[src/rtl/snc_pkg.sv]
package snc_pkg;
  typedef enum logic [1:0] {
    ST_IDLE = 2'd0,
    ST_FILL = 2'd1,
    ST_WT   = 2'd2,
    ST_RESP = 2'd3
  } snc_state_e;
endpackage

[src/rtl/snc_dir.sv]
module snc_dir #(
  parameter int IDX_W  = 3,
  parameter int TAG_W  = 11,
  parameter int DATA_W = 32,
  localparam int LINES = 1 << IDX_W
) (
  input  logic              clk,
  input  logic              rst_n,
  input  logic [IDX_W-1:0]  a_idx,
  output logic              a_valid,
  output logic [TAG_W-1:0]  a_tag,
  output logic [DATA_W-1:0] a_data,
  input  logic [IDX_W-1:0]  b_idx,
  output logic              b_valid,
  output logic [TAG_W-1:0]  b_tag,
  input  logic              w_en,
  input  logic [TAG_W-1:0]  w_tag,
  input  logic [DATA_W-1:0] w_data,
  input  logic              s_fw,
  input  logic              s_inv,
  input  logic              s_upd,
  input  logic [DATA_W-1:0] s_data,
  output logic [LINES-1:0]  valid_vec
);
  logic [LINES-1:0]  vld_q, vld_n;
  logic [TAG_W-1:0]  tag_q  [LINES];
  logic [TAG_W-1:0]  tag_n  [LINES];
  logic [DATA_W-1:0] dat_q  [LINES];
  logic [DATA_W-1:0] dat_n  [LINES];

  assign a_valid   = vld_q[a_idx];
  assign a_tag     = tag_q[a_idx];
  assign a_data    = dat_q[a_idx];
  assign b_valid   = vld_q[b_idx];
  assign b_tag     = tag_q[b_idx];
  assign valid_vec = vld_q;

  always_comb begin
    for (int i = 0; i < LINES; i++) begin
      vld_n[i] = vld_q[i];
      tag_n[i] = tag_q[i];
      dat_n[i] = dat_q[i];
      if (w_en && a_idx == IDX_W'(i)) begin
        vld_n[i] = !(s_fw && b_idx == IDX_W'(i));
        tag_n[i] = w_tag;
        dat_n[i] = w_data;
      end else if (s_inv && b_idx == IDX_W'(i)) begin
        vld_n[i] = 1'b0;
      end else if (s_upd && b_idx == IDX_W'(i)) begin
        dat_n[i] = s_data;
      end
    end
  end

  always_ff @(posedge clk or negedge rst_n) begin
    if (!rst_n) vld_q <= '0;
    else        vld_q <= vld_n;
  end

  always_ff @(posedge clk) begin
    for (int i = 0; i < LINES; i++) begin
      tag_q[i] <= tag_n[i];
      dat_q[i] <= dat_n[i];
    end
  end
endmodule

[src/rtl/snc_ctrl.sv]
module snc_ctrl
  import snc_pkg::*;
#(
  parameter int ADDR_W = 16,
  parameter int DATA_W = 32
) (
  input  logic              clk,
  input  logic              rst_n,
  input  logic              cfg_fow,
  input  logic              cpu_req,
  input  logic              cpu_we,
  input  logic [ADDR_W-1:0] cpu_addr,
  input  logic [DATA_W-1:0] cpu_wdata,
  output logic [DATA_W-1:0] cpu_rdata,
  output logic              cpu_done,
  output logic              cpu_busy,
  output logic              bus_req,
  output logic              bus_we,
  output logic [ADDR_W-1:0] bus_addr,
  output logic [DATA_W-1:0] bus_wdata,
  input  logic              bus_ack,
  input  logic [DATA_W-1:0] bus_rdata,
  output logic [ADDR_W-1:0] look_addr,
  input  logic              look_hit,
  input  logic [DATA_W-1:0] look_data,
  output logic              w_en,
  output logic [DATA_W-1:0] w_data,
  output logic              cur_we
);
  snc_state_e        st_q, st_n;
  logic [ADDR_W-1:0] addr_q;
  logic              we_q;
  logic [DATA_W-1:0] wdat_q, rdat_q, rdat_n;
  logic              lat_en, rd_en;

  assign look_addr = (st_q == ST_IDLE) ? cpu_addr : addr_q;
  assign cpu_busy  = (st_q != ST_IDLE);
  assign cpu_done  = (st_q == ST_RESP);
  assign cpu_rdata = rdat_q;
  assign bus_req   = (st_q == ST_FILL) || (st_q == ST_WT);
  assign bus_we    = (st_q == ST_WT);
  assign bus_addr  = addr_q;
  assign bus_wdata = wdat_q;
  assign cur_we    = we_q;
  assign lat_en    = (st_q == ST_IDLE) && cpu_req;

  always_comb begin
    st_n   = st_q;
    rdat_n = rdat_q;
    rd_en  = 1'b0;
    w_en   = 1'b0;
    w_data = wdat_q;
    unique case (st_q)
      ST_IDLE: if (cpu_req) begin
        if (!cpu_we) begin
          if (look_hit) begin
            rd_en = 1'b1; rdat_n = look_data; st_n = ST_RESP;
          end else begin
            st_n = ST_FILL;
          end
        end else begin
          st_n = (look_hit || !cfg_fow) ? ST_WT : ST_FILL;
        end
      end
      ST_FILL: if (bus_ack) begin
        w_en   = 1'b1;
        w_data = bus_rdata;
        rd_en  = 1'b1;
        rdat_n = bus_rdata;
        st_n   = we_q ? ST_WT : ST_RESP;
      end
      ST_WT: if (bus_ack) begin
        w_en = look_hit;
        st_n = ST_RESP;
      end
      default: st_n = ST_IDLE;
    endcase
  end

  always_ff @(posedge clk or negedge rst_n) begin
    if (!rst_n) st_q <= ST_IDLE;
    else        st_q <= st_n;
  end

  always_ff @(posedge clk) begin
    if (lat_en) begin
      addr_q <= cpu_addr;
      we_q   <= cpu_we;
      wdat_q <= cpu_wdata;
    end
    if (rd_en) rdat_q <= rdat_n;
  end
endmodule

[src/rtl/wt_snoop_cache.sv]
module wt_snoop_cache #(
  parameter int ADDR_W   = 16,
  parameter int DATA_W   = 32,
  parameter int IDX_W    = 3,
  parameter int ID_W     = 2,
  parameter int AGENT_ID = 1,
  localparam int OFF_W = $clog2(DATA_W / 8),
  localparam int TAG_W = ADDR_W - IDX_W - OFF_W,
  localparam int LINES = 1 << IDX_W
) (
  input  logic              clk,
  input  logic              rst_n,
  input  logic              cfg_fetch_on_write,
  input  logic              cfg_snoop_update,
  input  logic              cpu_req,
  input  logic              cpu_we,
  input  logic [ADDR_W-1:0] cpu_addr,
  input  logic [DATA_W-1:0] cpu_wdata,
  output logic [DATA_W-1:0] cpu_rdata,
  output logic              cpu_done,
  output logic              cpu_busy,
  output logic              bus_req,
  output logic              bus_we,
  output logic [ADDR_W-1:0] bus_addr,
  output logic [DATA_W-1:0] bus_wdata,
  output logic [ID_W-1:0]   bus_src_id,
  input  logic              bus_ack,
  input  logic [DATA_W-1:0] bus_rdata,
  input  logic              snp_valid,
  input  logic              snp_we,
  input  logic [ADDR_W-1:0] snp_addr,
  input  logic [DATA_W-1:0] snp_wdata,
  input  logic [ID_W-1:0]   snp_src_id
);
  logic [ADDR_W-1:0] look_addr;
  logic [IDX_W-1:0]  look_idx, snp_idx;
  logic [TAG_W-1:0]  look_tag, snp_tag, a_tag, b_tag;
  logic              a_valid, b_valid, look_hit, clash;
  logic [DATA_W-1:0] a_data, w_data;
  logic              w_en, cur_we, snp_fw, s_hit, s_inv, s_upd;
  logic [LINES-1:0]  line_valid;

  assign bus_src_id = ID_W'(AGENT_ID);
  assign look_idx   = look_addr[OFF_W +: IDX_W];
  assign look_tag   = look_addr[ADDR_W-1 -: TAG_W];
  assign snp_idx    = snp_addr[OFF_W +: IDX_W];
  assign snp_tag    = snp_addr[ADDR_W-1 -: TAG_W];

  assign snp_fw   = snp_valid && snp_we && (snp_src_id != ID_W'(AGENT_ID));
  assign s_hit    = snp_fw && b_valid && (b_tag == snp_tag);
  assign s_inv    = s_hit && !cfg_snoop_update;
  assign s_upd    = s_hit && cfg_snoop_update;
  assign clash    = snp_fw && (snp_idx == look_idx);
  assign look_hit = a_valid && (a_tag == look_tag) && !clash;

  snc_ctrl #(.ADDR_W(ADDR_W), .DATA_W(DATA_W)) u_ctrl (
    .clk(clk), .rst_n(rst_n), .cfg_fow(cfg_fetch_on_write),
    .cpu_req(cpu_req), .cpu_we(cpu_we), .cpu_addr(cpu_addr),
    .cpu_wdata(cpu_wdata), .cpu_rdata(cpu_rdata), .cpu_done(cpu_done),
    .cpu_busy(cpu_busy), .bus_req(bus_req), .bus_we(bus_we),
    .bus_addr(bus_addr), .bus_wdata(bus_wdata), .bus_ack(bus_ack),
    .bus_rdata(bus_rdata), .look_addr(look_addr), .look_hit(look_hit),
    .look_data(a_data), .w_en(w_en), .w_data(w_data), .cur_we(cur_we)
  );

  snc_dir #(.IDX_W(IDX_W), .TAG_W(TAG_W), .DATA_W(DATA_W)) u_dir (
    .clk(clk), .rst_n(rst_n),
    .a_idx(look_idx), .a_valid(a_valid), .a_tag(a_tag), .a_data(a_data),
    .b_idx(snp_idx), .b_valid(b_valid), .b_tag(b_tag),
    .w_en(w_en), .w_tag(look_tag), .w_data(w_data),
    .s_fw(snp_fw), .s_inv(s_inv), .s_upd(s_upd), .s_data(snp_wdata),
    .valid_vec(line_valid)
  );
endmodule

[config.mk]
export PLATFORM = sky130hd
export DESIGN_NAME = wt_snoop_cache
export DESIGN_NICKNAME = d
export VERILOG_FILES = /design/src/rtl/snc_pkg.sv /design/src/rtl/snc_dir.sv /design/src/rtl/snc_ctrl.sv /design/src/rtl/wt_snoop_cache.sv
export SDC_FILE = /design/constraint.sdc
export NUM_CORES = 1
export LEC_CHECK = 0
export BUFFER_PORTS_ARGS = -buffer_cell sky130_fd_sc_hd__buf_2
export CORE_MARGIN = 4
export CORE_UTILIZATION = 35
export DETAILED_ROUTE_END_ITERATION = 8
export PLACE_DENSITY = 0.56
export SKIP_LAST_GASP = 1
export SYNTH_ARGS = -nofsm -noshare
export SYNTH_HDL_FRONTEND = slang
export SYNTH_SLANG_ARGS = --single-unit
[constraint.sdc]
create_clock -name clk -period 7.5 [get_ports clk]
set_clock_uncertainty 0.15 [all_clocks]
set_input_delay 1.5 -clock clk [delete_from_list [all_inputs] [get_ports clk]]
set_output_delay 1.5 -clock clk [all_outputs]
set_load 0.005 [all_outputs]
# ---- Word level (Yosys, flattened, before mapping)
# Memory sizes are Yosys's and may differ from the RTL's.
# Cells that the tools add are included.
dict set report totals {
  output_inout_bits 86
  ram_bits 344
  latch_bits 0
  mem_count 2
  mem_bits_ro 0
  input_bits 139
  register_bits 91
}
dict set report classes {
  order_cmp 2
  bitwise 0
  shifts 0
  div_mod_pow 0
  n_mux 96
  n_addsub 0
  n_reduce_logical 85
  n_eq_ne 50
  multipliers 0
}
# name words width read_ports rd_ports_with_merged_regs wr line
set memory_table {}
lappend memory_table {u_dir.dat_q 8 32 1 0 8 snc_dir.sv:28} ;# logic [DATA_W-1:0] dat_q [LINES];
lappend memory_table {u_dir.tag_q 8 11 2 0 1 snc_dir.sv:26} ;# logic [TAG_W-1:0] tag_q [LINES];
# operator count
set op_table {}
lappend op_table {{$mux W32} 30}
lappend op_table {{$mux W11} 15}
lappend op_table {{$reduce_or A11 Y1} 7}
lappend op_table {{$pmux W32 S2} 1}
lappend op_table {{$logic_and A1 B1 Y1} 42}
lappend op_table {{$mux W1} 31}
lappend op_table {{$eq A3 B3 Y1 const B} 8}
lappend op_table {{$ne A3 B3 Y1 const B} 8}
lappend op_table {{$eq A11 B11 Y1} 2}
lappend op_table {{$ne A2 B2 Y1 const B} 11}
lappend op_table {{$mux W3} 7}
lappend op_table {{$reduce_bool A2 Y1} 10}
lappend op_table {{$mux W16} 1}
lappend op_table {{$reduce_and A2 Y1} 8}
lappend op_table {{$eq A3 B2 Y1 const B} 4}
lappend op_table {{$mux W2} 6}
lappend op_table {{$logic_not A1 Y1} 11}
lappend op_table {{$lt A3 B4 Y1 const B} 2}
lappend op_table {{$ne A1 B1 Y1 const B} 8}
lappend op_table {{$bmux W1 S3} 2}
lappend op_table {{$eq A3 B1 Y1 const B} 2}
lappend op_table {{$logic_not A3 Y1} 2}
lappend op_table {{$ne A2 B1 Y1 const B} 3}
lappend op_table {{$pmux W2 S3} 1}
lappend op_table {{other kinds (8)} 11}

# ---- Depth between registers and ports, before layout
# Gate-level depths: netlist (run 1).
dict set report logic_depth {
  ltp_word 18
  ltp_mapped 17
}

# ---- By module
# From an unflattened synthesis (run 1), not the netlist that was laid out.
dict set report unflattened {
  cells_unflattened 1161
  hier_area_um2 21426.8
}
# mod area_each_um2 seq_area_each_um2 cells_each instances
set by_module_without_submodules {}
lappend by_module_without_submodules {snc_dir 17320.4 10530.1 910 1}
lappend by_module_without_submodules {snc_ctrl 3738.6 2482.4 198 1}
lappend by_module_without_submodules {wt_snoop_cache 367.9 0.0 53 1}

# ---- Worst setup path before layout (run 1)
# No wires, ideal clock.
dict set report synth_path {
  kind {input port to flip-flop}
  from {input snp_addr[3]}
  to {memory u_dir.dat_q[1][0] (enable)}
  arrival_time_ns 6.189
  stages 10
  setup_time_ns 0.466
  required_time_ns 6.884
  path_slack_ns 0.695
  n_path_buf 2
  cell_sequence {clkbuf_1 -> buf_1 -> mux4_2 -> mux2i_1 -> xor2_1 -> nand3_1 -> a2111oi_0 -> and4_1 -> nand2_1 -> o21ai_0}
}
# element line
set synth_rtl {}
lappend synth_rtl {{from (decl)} wt_snoop_cache.sv:31} ;# input logic [ADDR_W-1:0] snp_addr,
lappend synth_rtl {{to (decl)} snc_dir.sv:28}

==> results.md, run 1 <==
- CP endpoint kind: flip-flop
- GRT overflow: 0
- Warnings, synthesis: 0
- Post-DP HPWL: 39.7 mm
- Actual slew at the worst max-slew pin: approximately 1100 ps
- GPL Wtd Cong: between 0.8 and 0.9
- Dpl cells: 2390
- Setup TNS: 0 ps
- Routed via count: around 14000
- Initial antenna violation count: 6
- Startpoint types: input pin
- Crit Path Class: input pin to flip-flop
- Die H: about 260 um
- Commonest non-fill, non-tap cell in the layout: edfxtp_1
- Final slew viol count: 0
- Final Hold Vio Count: 0
- Mean post-synth cell area: 16.2 um2
- Gr usage total: a little under a fifth
- Max-slew headroom: about a quarter
- Hold_buf cts: 0
- H-tree lvl count: 2
- Placement Rows: around 90
- Share of cells above drive strength 1: around 40%
- Nets@finish: roughly 1700
- # setup viols final: 0
- Post-CTS setup buffers: 0
- Primary FF master, synth: edfxtp_1
- Critical path's largest stage delay: 960 ps
- WL/cell: roughly 26 um
- Insertion delay to the later sink of the worst-skew pair: approximately 600 ps
- EDFF count, synth: ~430
- Total clock sinks: 435
- Worst VDD drop: 0.188 mV
- Max Root-Sink Buffers: 3
- Pin count of the biggest net entering global routing: 70
- Min Tclk post-route: around 6000 ps
- XOR/XNOR Fraction of Synth Area: less than 1%
- Final period util: between 80% and 90%
- IO Pins: about 230
- Cell variety after synth: 83
- Multiplexer share of the synthesized area: between 20 and 30%
- Crit-path cells: buf_2 > mux4_2 > mux2i_1 > xor2_1 > nand3_1 > a2111oi_0 > and4_1 > nand2_1 > o21bai_4 > buf_4
- DIE AREA: ~68000 um2
- RSZ-0062 raised after global routing: false
- Initial core utilization: a little over a third
- Power per cell area: 309 nW/um2
- Worst Path Required: approximately 7600 ps
- Crit-path max FO: 33
- Worst-path clk slew: around 60 ps
- Flops & latches, synth: approximately 440
- Arrival time worst endpoint: between 6000 and 7000 ps
- Hold crit path type: flip-flop to flip-flop
- Cts repair resizes: 0
- Largest family of logic cells by synthesized area: multiplexers
- Compound-cell area share of the yosys netlist: 5.36%
- Simple-gate share of the synthesized area: 4.19%
- Antenna-violating nets left: 0
- Adder-cell share of the synthesized area: 0.224%
- DRC Markers: 0
- Pleak: 9.12 nW
- Routed vias/inst: about 5.5
- Final Instance Count excl. Fillers: 2482
- CTS tree: built
- Core area: around 63000 um2
- DRT Pass-1 Iters: 5
- Area delta synth->final: 15.9%
- Hold_ws: about 440 ps
- Routed WL: ~64 mm
- Share of flip-flops with an asynchronous set or reset: under 10%
- Most frequent cells in the layout: 425 x edfxtp_1, 220 x buf_2, 142 x mux2_2
- Cells after Synth: around 1400
- Sequential share of the synthesized area: 58.2%
- Max-capacitance violation count: 0
- Netlist Area Pre-Place: ~22000 um2
- Horiz. Die Dim: about 260 um
- Port buffer count: 220
- Fmax achieved: 0.166 GHz
- First-pass GRT wire length: between 90 and 100 mm
- Iteration-0 DRC Markers: 1228
- Syn Nets: 1521
- Root buffer cell: clkbuf_16
- Vias in the first global route: between 10000 and 15000
- CTS Buf Count: 50
- Status: complete, no violations
- Slowest-stage cell, CP: o21bai_4
- Core Util, Final: 41.0%
[power breakdown]
group	switching [mW]	total (mW)	internal, mW
Combinational	1.54	2.56	1.02
Clock	0.989	2.27	1.28
Sequential	0.112	3.18	3.07
Total	2.64	8.01	5.37
[cell type report]
class	instances	area, um2
well taps	846	1060
diodes	5	12.5
inverters	13	48.8
clock buffers	65	1330
fillers	5829	37300
repair buffers	259	1460
multi-input cells	837	8840
flip-flops and latches	435	13000
clock inverters	22	155
[metrics by stage]
step | instance area, um2 | setup WS, ps | total power, mW
6_report | 25900 | 1460 | 8.01
5_1_grt | 25900 | 1190 | 8.37
4_1_cts | 25900 | 1490 | 8.10
3_5_place_dp | 24400 | 861 | 5.81
3_3_place_gp | 24400 | 924 | 5.77
2_1_floorplan | 22400 | 695 | 4.86
[registers in the layout, summed over array words and instances (netlist names)]
| register | cells |
|---|---|
| u_ctrl.bus_wdata | 32 |
| u_ctrl.st_q | 2 |
| u_dir.tag_q | 88 |
| u_ctrl.bus_addr | 16 |
| u_dir.dat_q | 256 |
| u_dir.valid_vec | 8 |
| u_ctrl.cpu_rdata | 32 |
| u_ctrl.cur_we | 1 |
[cell usage after synthesis, types with 11 or more instances]
cell / n / share of area, %
o22ai_1: 16 / 0.45
xnor2_1: 11 / 0.43
o21ai_0: 62 / 1.4
a21oi_1: 21 / 0.47
inv_1: 12 / 0.20
mux2_2: 142 / 7.2
buf_1: 15 / 0.25
nand2_1: 56 / 0.94
nor2_1: 27 / 0.45
edfxtp_1: 425 / 57
mux4_2: 85 / 8.6
mux2_4: 54 / 3.6
mux2i_1: 74 / 3.3
clkbuf_1: 26 / 0.44
buf_6: 21 / 1.1
mux2_1: 110 / 5.5
buf_2: 18 / 0.40
nor3_1: 16 / 0.36
[kinds of logic (layout without fill, tap and decap cells)]
group,after synthesis,in the layout
AO/OA/AOI/OAI,174,174
XOR/XNOR,19,19
adder cells (fa/ha/maj),4,4
buffers and inverters,106,359
flip-flops,435,435
multiplexers,467,467
other,2,7
AND/OR/NAND/NOR,171,171
[per-layer routing]
| metal | vias up | routed length, um | track usage, % |
|---|---|---|---|
| met2 | 495 | 31300 | 30.9 |
| li1 | 6001 | - | - |
| met3 | 94 | 4040 | 3.32 |
| met1 | 7032 | 27300 | 24.9 |
| met4 | 4 | 1180 | 4.09 |
| met5 | - | 23 | 0 |
[path summary, 6_finish.rpt]
kind                                           startpoint                             end  slack (ps)  depth (start not counted)
max in group asynchronous                           rst_n      u_ctrl.st_q[0]$_DFFE_PN0P_        6330                          1
hold reg to reg            u_dir.valid_vec[4]$_DFFE_PN0P_  u_dir.valid_vec[4]$_DFFE_PN0P_         440                          2
setup reg to reg               u_ctrl.st_q[1]$_DFFE_PN0P_     u_dir.dat_q[6][0]$_DFFE_PP_        1830                         12
min in group asynchronous                           rst_n  u_dir.valid_vec[3]$_DFFE_PN0P_         630                          1
setup / recovery                              snp_addr[3]    u_dir.dat_q[7][10]$_DFFE_PP_        1460                         10
hold / removal             u_dir.valid_vec[4]$_DFFE_PN0P_  u_dir.valid_vec[4]$_DFFE_PN0P_         440                          2
[worst max-delay path, delay by kind of cell]
family / cells / cell delay [ps]
compound gates: 2 / 1560
xor+xnor: 1 / 220
buf+inv: 2 / 1130
mux: 2 / 930
simple gates: 3 / 750
No activity file was read; power rests on OpenSTA's default activity.
==> run 2: changes to the inputs <==
PLACE_DENSITY = 0.58   (was 0.56)
clock period = 5.4 ns   (was 7.5 ns; I/O delays follow)
==> run 2 against run 1 <==
Sequential power grew 39%; routed wire length is 3.3% higher; clock-buffer cell count shrank 12; sequential share of layout area shrank 1.8 points; highest routed layer unchanged.
==> results.md, run 2 (synthesis results as in run 1) <==
- GPL Wtd Cong: 0.884 (+7.4%)
- Antenna-violating nets left: 0 (unchanged)
- Crit path launch: u_ctrl.st_q[0]$_DFFE_PN0P_
- Status: complete, no violations
- Largest regs: u_dir.dat_q: 256 flops, u_dir.tag_q: 88 flops
- Max-slew headroom: 22.2% (-3.9 points)
- Max-capacitance violation count: 0 (unchanged)
- Worst flop-to-flop path startpoint: u_ctrl.st_q[0]$_DFFE_PN0P_
- Fmax achieved: approximately 0.22 GHz
- Insertion delay to the later sink of the worst-skew pair: 580 ps (-20 ps)
- Seq pwr share: 38.4% (-1.3 points)
- Initial core utilization: 35.4% (unchanged)
- Multi-input logic area: 8840 um2 (unchanged)
- Cts repair resizes: 0 (unchanged)
- Placement Rows: 92 (unchanged)
- Routed vias/inst: 5.46 (-0.56%)
- Reg2reg end: u_dir.dat_q[5][30]$_DFFE_PP_
- Total clock sinks: 435 (unchanged)
- Crit-path max FO: 23 (-30%)
- DRT Pass-1 Iters: 7 (+2)
- Dpl cells: 2450 (+2.5%)
- Hold crit path type: input pin to asynchronous set/reset pin
- Nets@finish: 1799 (+3.5%)
- GRT overflow: 0 (unchanged)
- Port buffer count: 220 (unchanged)
- DIE AREA: 68000 um2 (unchanged)
- Clock network power share: 29.6% (+1.3 points)
- Root buffer cell: clkbuf_16
- Most frequent cells in the layout: 425 x edfxtp_1, 220 x buf_2, 142 x mux2_2
- CP endpoint kind: flip-flop
- Initial antenna violation count: 8 (+2)
- Worst-path clk slew: 60 ps (about the same)
- Switching share of power: 32.4% (-0.53 points)
- CTS Buf Count: 50 (unchanged)
- Worst VDD drop: 0.331 mV (+76%)
- Worst r2r path cells: 13 (+1)
- Crit Path Class: flip-flop to flip-flop
- Routed WL: 65.9 mm (+3.3%)
- Pleak: 9.59 nW (+5.2%)
- Final slew viol count: 0 (unchanged)
- Post-DP HPWL: 42.7 mm (+7.7%)
- Arrival time worst endpoint: 4820 ps (-1350 ps)
- Worst Path Required: 5570 ps (-2060 ps)
- Register area: 13000 um2 (unchanged)
- Post-CTS setup buffers: 0 (unchanged)
- Sw power: 3.74 mW (+42%)
- WL/cell: 25.9 um (+0.64%)
- First-pass GRT wire length: 95.8 mm (+2.6%)
- Pin count of the biggest net entering global routing: 69 (-1.4%)
- Gr usage total: 18.9% (+0.52 points)
- Routed via count: 13900 (+2.0%)
- Vias in the first global route: 14600 (+3.3%)
- Core area: 63200 um2 (unchanged)
- Final Instance Count excl. Fillers: 2547 (+2.6%)
- Post-route setup slack: 758 ps (-704 ps)
- # setup viols final: 0 (unchanged)
- Actual slew at the worst max-slew pin: 1160 ps (+56.9 ps)
- Internal reg-to-reg setup slack: 760 ps (-1070 ps)
- Final period util: 86.0%
- IO Pins: 225 (unchanged)
- Top reg by flops: u_dir.dat_q
- Max reg flops: 256 (unchanged)
- CTS tree: built
- Die H: 261 um (unchanged)
- Horiz. Die Dim: 261 um (unchanged)
- Commonest non-fill, non-tap cell in the layout: edfxtp_1
- Hold_buf cts: 0 (unchanged)
- Area delta synth->final: 20.2%
- Iteration-0 DRC Markers: 1126 (-8.3%)
- Startpoint types: flip-flop
- Min Tclk post-route: around 4600 ps
- RSZ-0062 raised after global routing: false
- Int Power: 7.79 mW (+45%)
- DRC Markers: 0 (unchanged)
- DP Worst Slack: 542 ps (-319 ps)
- Share of cells above drive strength 1: 42.3% (+2.8 points)
- Fillers: 5640 (-3.2%)
- Max Root-Sink Buffers: 3 (unchanged)
- Power per cell area: 429 nW/um2 (+39%)
- Final Hold Vio Count: 0 (unchanged)
- H-tree lvl count: 2 (unchanged)
- Logic gate share of total power: 32.0% (about the same)
[run 2: changes by cell type in the layout (fill, tap and decap cells not counted), sizes merged]
cell	previous run	this run
clkbuf	65	53
inv	13	14
bufinv	1	6
buf	259	319
clkinv	20	28
clkinvlp	1	4
[run 2: worst max path at each step]
stage | endpoint | slack (ps) | depth (start not counted)
2_1_floorplan | u_dir.dat_q[0][0]$_DFFE_PP_ | -270 | 10
5_1_grt | u_dir.dat_q[5][29]$_DFFE_PP_ | 460 | 14
4_1_cts | u_dir.dat_q[5][30]$_DFFE_PP_ | 780 | 14
3_5_place_dp | u_dir.dat_q[6][6]$_DFFE_PP_ | 540 | 11
3_3_place_gp | u_dir.dat_q[6][6]$_DFFE_PP_ | 520 | 11
6_report | u_dir.dat_q[5][30]$_DFFE_PP_ | 760 | 13
[run 2: final cells by class]
class / instances / share of cell area (%)
diodes: 5 / 0.0466
clock buffers: 53 / 4.78
clock inverters: 39 / 1.33
inverters: 13 / 0.182
multi-input cells: 837 / 32.9
flip-flops and latches: 435 / 48.4
well taps: 846 / 3.94
repair buffers: 319 / 8.40
[run 2: per-stage QoR]
step	TNS (ps)	cell area (um2)	utilization [%]	hold slack, ps	power, mW
after CTS	0	26900	42.5	177	11.7
after global routing	0	26900	42.5	195	12.1
final	0	26900	42.5	206	11.5
after detailed placement	0	25200	39.9	425	8.19
after global placement	0	25200	39.9	401	8.14
after floorplan	-25290	22400	-	368	6.75
[run 2: critical path: stages (launching register included)]
cell and delay (ps):
dfrtp_1 410, inv_1 100, ha_2 600, buf_4 310, nor2b_1 480, a21oi_1 150, and2_0 190, a211oi_1 400
nand4_1 200, buf_4 210, nor4bb_1 330, o21bai_4 260, buf_12 220, mux2_1 340
[run 2: power groups by stage]
stage          Combinational, mW  Sequential, mW  Clock [mW]
2_1_floorplan               2.29            4.46           0
3_3_place_gp                3.65            4.49           0
3_5_place_dp                3.70            4.49           0
4_1_cts                     3.71            4.43        3.52
5_1_grt                     3.96            4.46        3.65
6_report                    3.68            4.43        3.41
[run 2: layer usage]
metal,GRT usage [%],vias to the layer above,part of all wire (%)
met1,25.2,7079,42
met4,4.59,6,2.1
met2,31.8,592,49
li1,-,6118,-
met3,3.72,109,7.3
met5,0,-,0.053
==> run 3: changes to the inputs <==
SYNTH_HIERARCHICAL = 1   (was default)
==> run 3 against run 2 <==
Register-to-register slack worse by 280 ps; utilization up 0.20 points; critical path type unchanged; first-iteration DRC count is 26% lower; largest power group unchanged; sequential power down 1%; clock-buffer cell count up 9; critical endpoint is now u_dir/dat_q[1][8]$_DFFE_PP_.
==> results.md, run 3 <==
- Hold crit path type: input pin to asynchronous set/reset pin
- Crit-path max FO: 26 (+13%)
- Worst Path Required: 5590 ps (+20 ps)
- DP Worst Slack: 294 ps (-249 ps)
- Status: complete, no violations
- Met3 usage: 3.50% (-0.22 points)
- CTS tree: built
- Met1 GRT Util: 24.2% (-0.98 points)
- Max Root-Sink Buffers: 3 (unchanged)
- Setup TNS: 0 ps (unchanged)
- Hold_buf cts: 0 (unchanged)
- Cells after Synth: 1159 (-16%)
- DRC Markers: 0 (unchanged)
- Port buffer count: 220 (unchanged)
- Placement Rows: 90 (-2.2%)
- Antenna-violating nets left: 0 (unchanged)
- Arrival time worst endpoint: 5110 ps (+290 ps)
- Top reg by flops: u_dir/dat_q
- IO Pins: 225 (unchanged)
- Initial core utilization: 35.4% (about the same)
- Critical path's top delay family: multiplexers
- Pwr Total: 11.1 mW (-3.9%)
- Gr usage total: 17.7% (-1.2 points)
- Core area: 60500 um2 (-4.3%)
- DIE AREA: 65200 um2 (-4.1%)
- GPL Wtd Cong: 0.764 (-14%)
- Crit-path cells: inv_1 > ha_1 > mux2_8 > mux4_2 > mux2_2 > xnor2_1 > nand4_1 > nor4_1 > a21oi_1 > nor2_1 > buf_4 > nor4bb_4 > buf_4 > mux2_2
- H-tree lvl count: 2 (unchanged)
- Largest regs: u_dir/dat_q: 256 flops, u_dir/tag_q: 88 flops
- Startpoint types: flip-flop
- Max reg flops: 256 (unchanged)
- CP endpoint kind: flip-flop
- Commonest non-fill, non-tap cell in the layout: edfxtp_1
- Routed vias/inst: 5.30 (-2.9%)
- Crit path launch: u_ctrl/st_q[0]$_DFFE_PN0P_
- Cts repair resizes: 0 (unchanged)
- Insertion delay to the later sink of the worst-skew pair: 590 ps (about the same)
- Internal reg-to-reg setup slack: 480 ps (-280 ps)
- Pleak: 9.09 nW (-5.2%)
- Die H: 255 um (-2.1%)
- WL/cell: 25.7 um (-0.86%)
- Post-DP HPWL: 36.2 mm (-15%)
- Worst-path clk slew: 60 ps (about the same)
- Most frequent cells in the layout: 425 x edfxtp_1, 346 x mux2_2, 220 x buf_2
- Iteration-0 DRC Markers: 828 (-26%)
- Final period util: 91.2% (+5.2 points)
- Root buffer cell: clkbuf_16
- Min Tclk post-route: 4920 ps (+282 ps)
- Pin count of the biggest net entering global routing: 50 (-28%)
- CP bufs+invs: 3 (-1)
- First-pass GRT wire length: 85.2 mm (-11%)
- Max-capacitance violation count: 0 (unchanged)
- GRT met2 Usage: 29.8% (-2.1 points)
- DRT Pass-1 Iters: 5 (-2)
- Vias in the first global route: 12800 (-12%)
- Warnings, synthesis: 6 (+6)
- Netlist Area Pre-Place: 21400 um2 (-4.2%)
- Total clock sinks: 435 (unchanged)
- GRT overflow: 0 (unchanged)
- Mean post-synth cell area: 18.5 um2 (+14%)
- Max-slew headroom: 32.8% (+11 points)
- Post-route setup slack: 476 ps (-282 ps)
- Horiz. Die Dim: 255 um (-2.1%)
- Syn Nets: 1302 (-14%)
- Initial antenna violation count: 5 (-3)
- Nets@finish: 1580 (-12%)
- Final Hold Vio Count: 0 (unchanged)
- GRT Max-Usage Layer: met2
- Critical path's largest stage delay: 540 ps (-60 ps)
- Fmax achieved: 0.203 GHz (-5.7%)
- Core Util, Final: 42.7% (+0.20 points)
- Actual slew at the worst max-slew pin: 1010 ps (-155 ps)
- CTS Buf Count: 49 (-2.0%)
- Worst VDD drop: 0.357 mV (+7.8%)
- Worst flop-to-flop path startpoint: u_ctrl/st_q[0]$_DFFE_PN0P_
- Area delta synth->final: 20.7%
- Routed via count: 12000 (-14%)
- RSZ-0062 raised after global routing: false
- Post-CTS setup buffers: 0 (unchanged)
- Slowest-stage cell, CP: mux2_8
- Routed WL: 58.0 mm (-12%)
- Power per cell area: 429 nW/um2 (about the same)
- Crit Path Class: flip-flop to flip-flop
- Share of cells above drive strength 1: 59.7% (+17 points)
- Final slew viol count: 0 (unchanged)
- # setup viols final: 0 (unchanged)
run 3: routing by layer:
| layer | wire, um | share of wire [%] |
|---|---|---|
| met1 | 25500 | 44 |
| met2 | 28700 | 49 |
| met3 | 2880 | 5.0 |
| met4 | 907 | 1.6 |
| met5 | 39 | 0.067 |
run 3: final timing paths:
check                                                 end  depth (start not counted)
setup reg to reg              u_dir/dat_q[1][8]$_DFFE_PP_                         14
setup / recovery              u_dir/dat_q[1][8]$_DFFE_PP_                         14
max in group asynchronous  u_dir/valid_vec[5]$_DFFE_PN0P_                          1
hold reg to reg            u_dir/valid_vec[7]$_DFFE_PN0P_                          1
min in group clk           u_dir/valid_vec[7]$_DFFE_PN0P_                          1
hold / removal                 u_ctrl/st_q[1]$_DFFE_PN0P_                          1
run 3: stage by stage:
stage / std cells / instance area (um2) / hold slack, ps
after detailed placement: 2168 / 24300 / 367
final: 2261 / 25800 / 222
after global routing: 2259 / 25800 / 194
after CTS: 2259 / 25800 / 185
after floorplan: 1159 / 21400 / 345
after global placement: 2168 / 24300 / 364
run 3: layout make-up:
type,count,area (um2)
Tap cell,782,978
Clock buffer,62,1320
Fill cell,5331,34600
Inverter,20,75.1
Antenna cell,2,5.00
Sequential cell,435,13000
Timing Repair Buffer,304,2170
Multi-Input combinational cell,627,8070
Clock inverter,29,203
run 3: where the power goes:
group,internal (mW),switching [mW],leakage (nW)
Combinational,1.69,1.80,4.37
Sequential,4.26,0.119,3.98
Clock,1.82,1.39,0.746
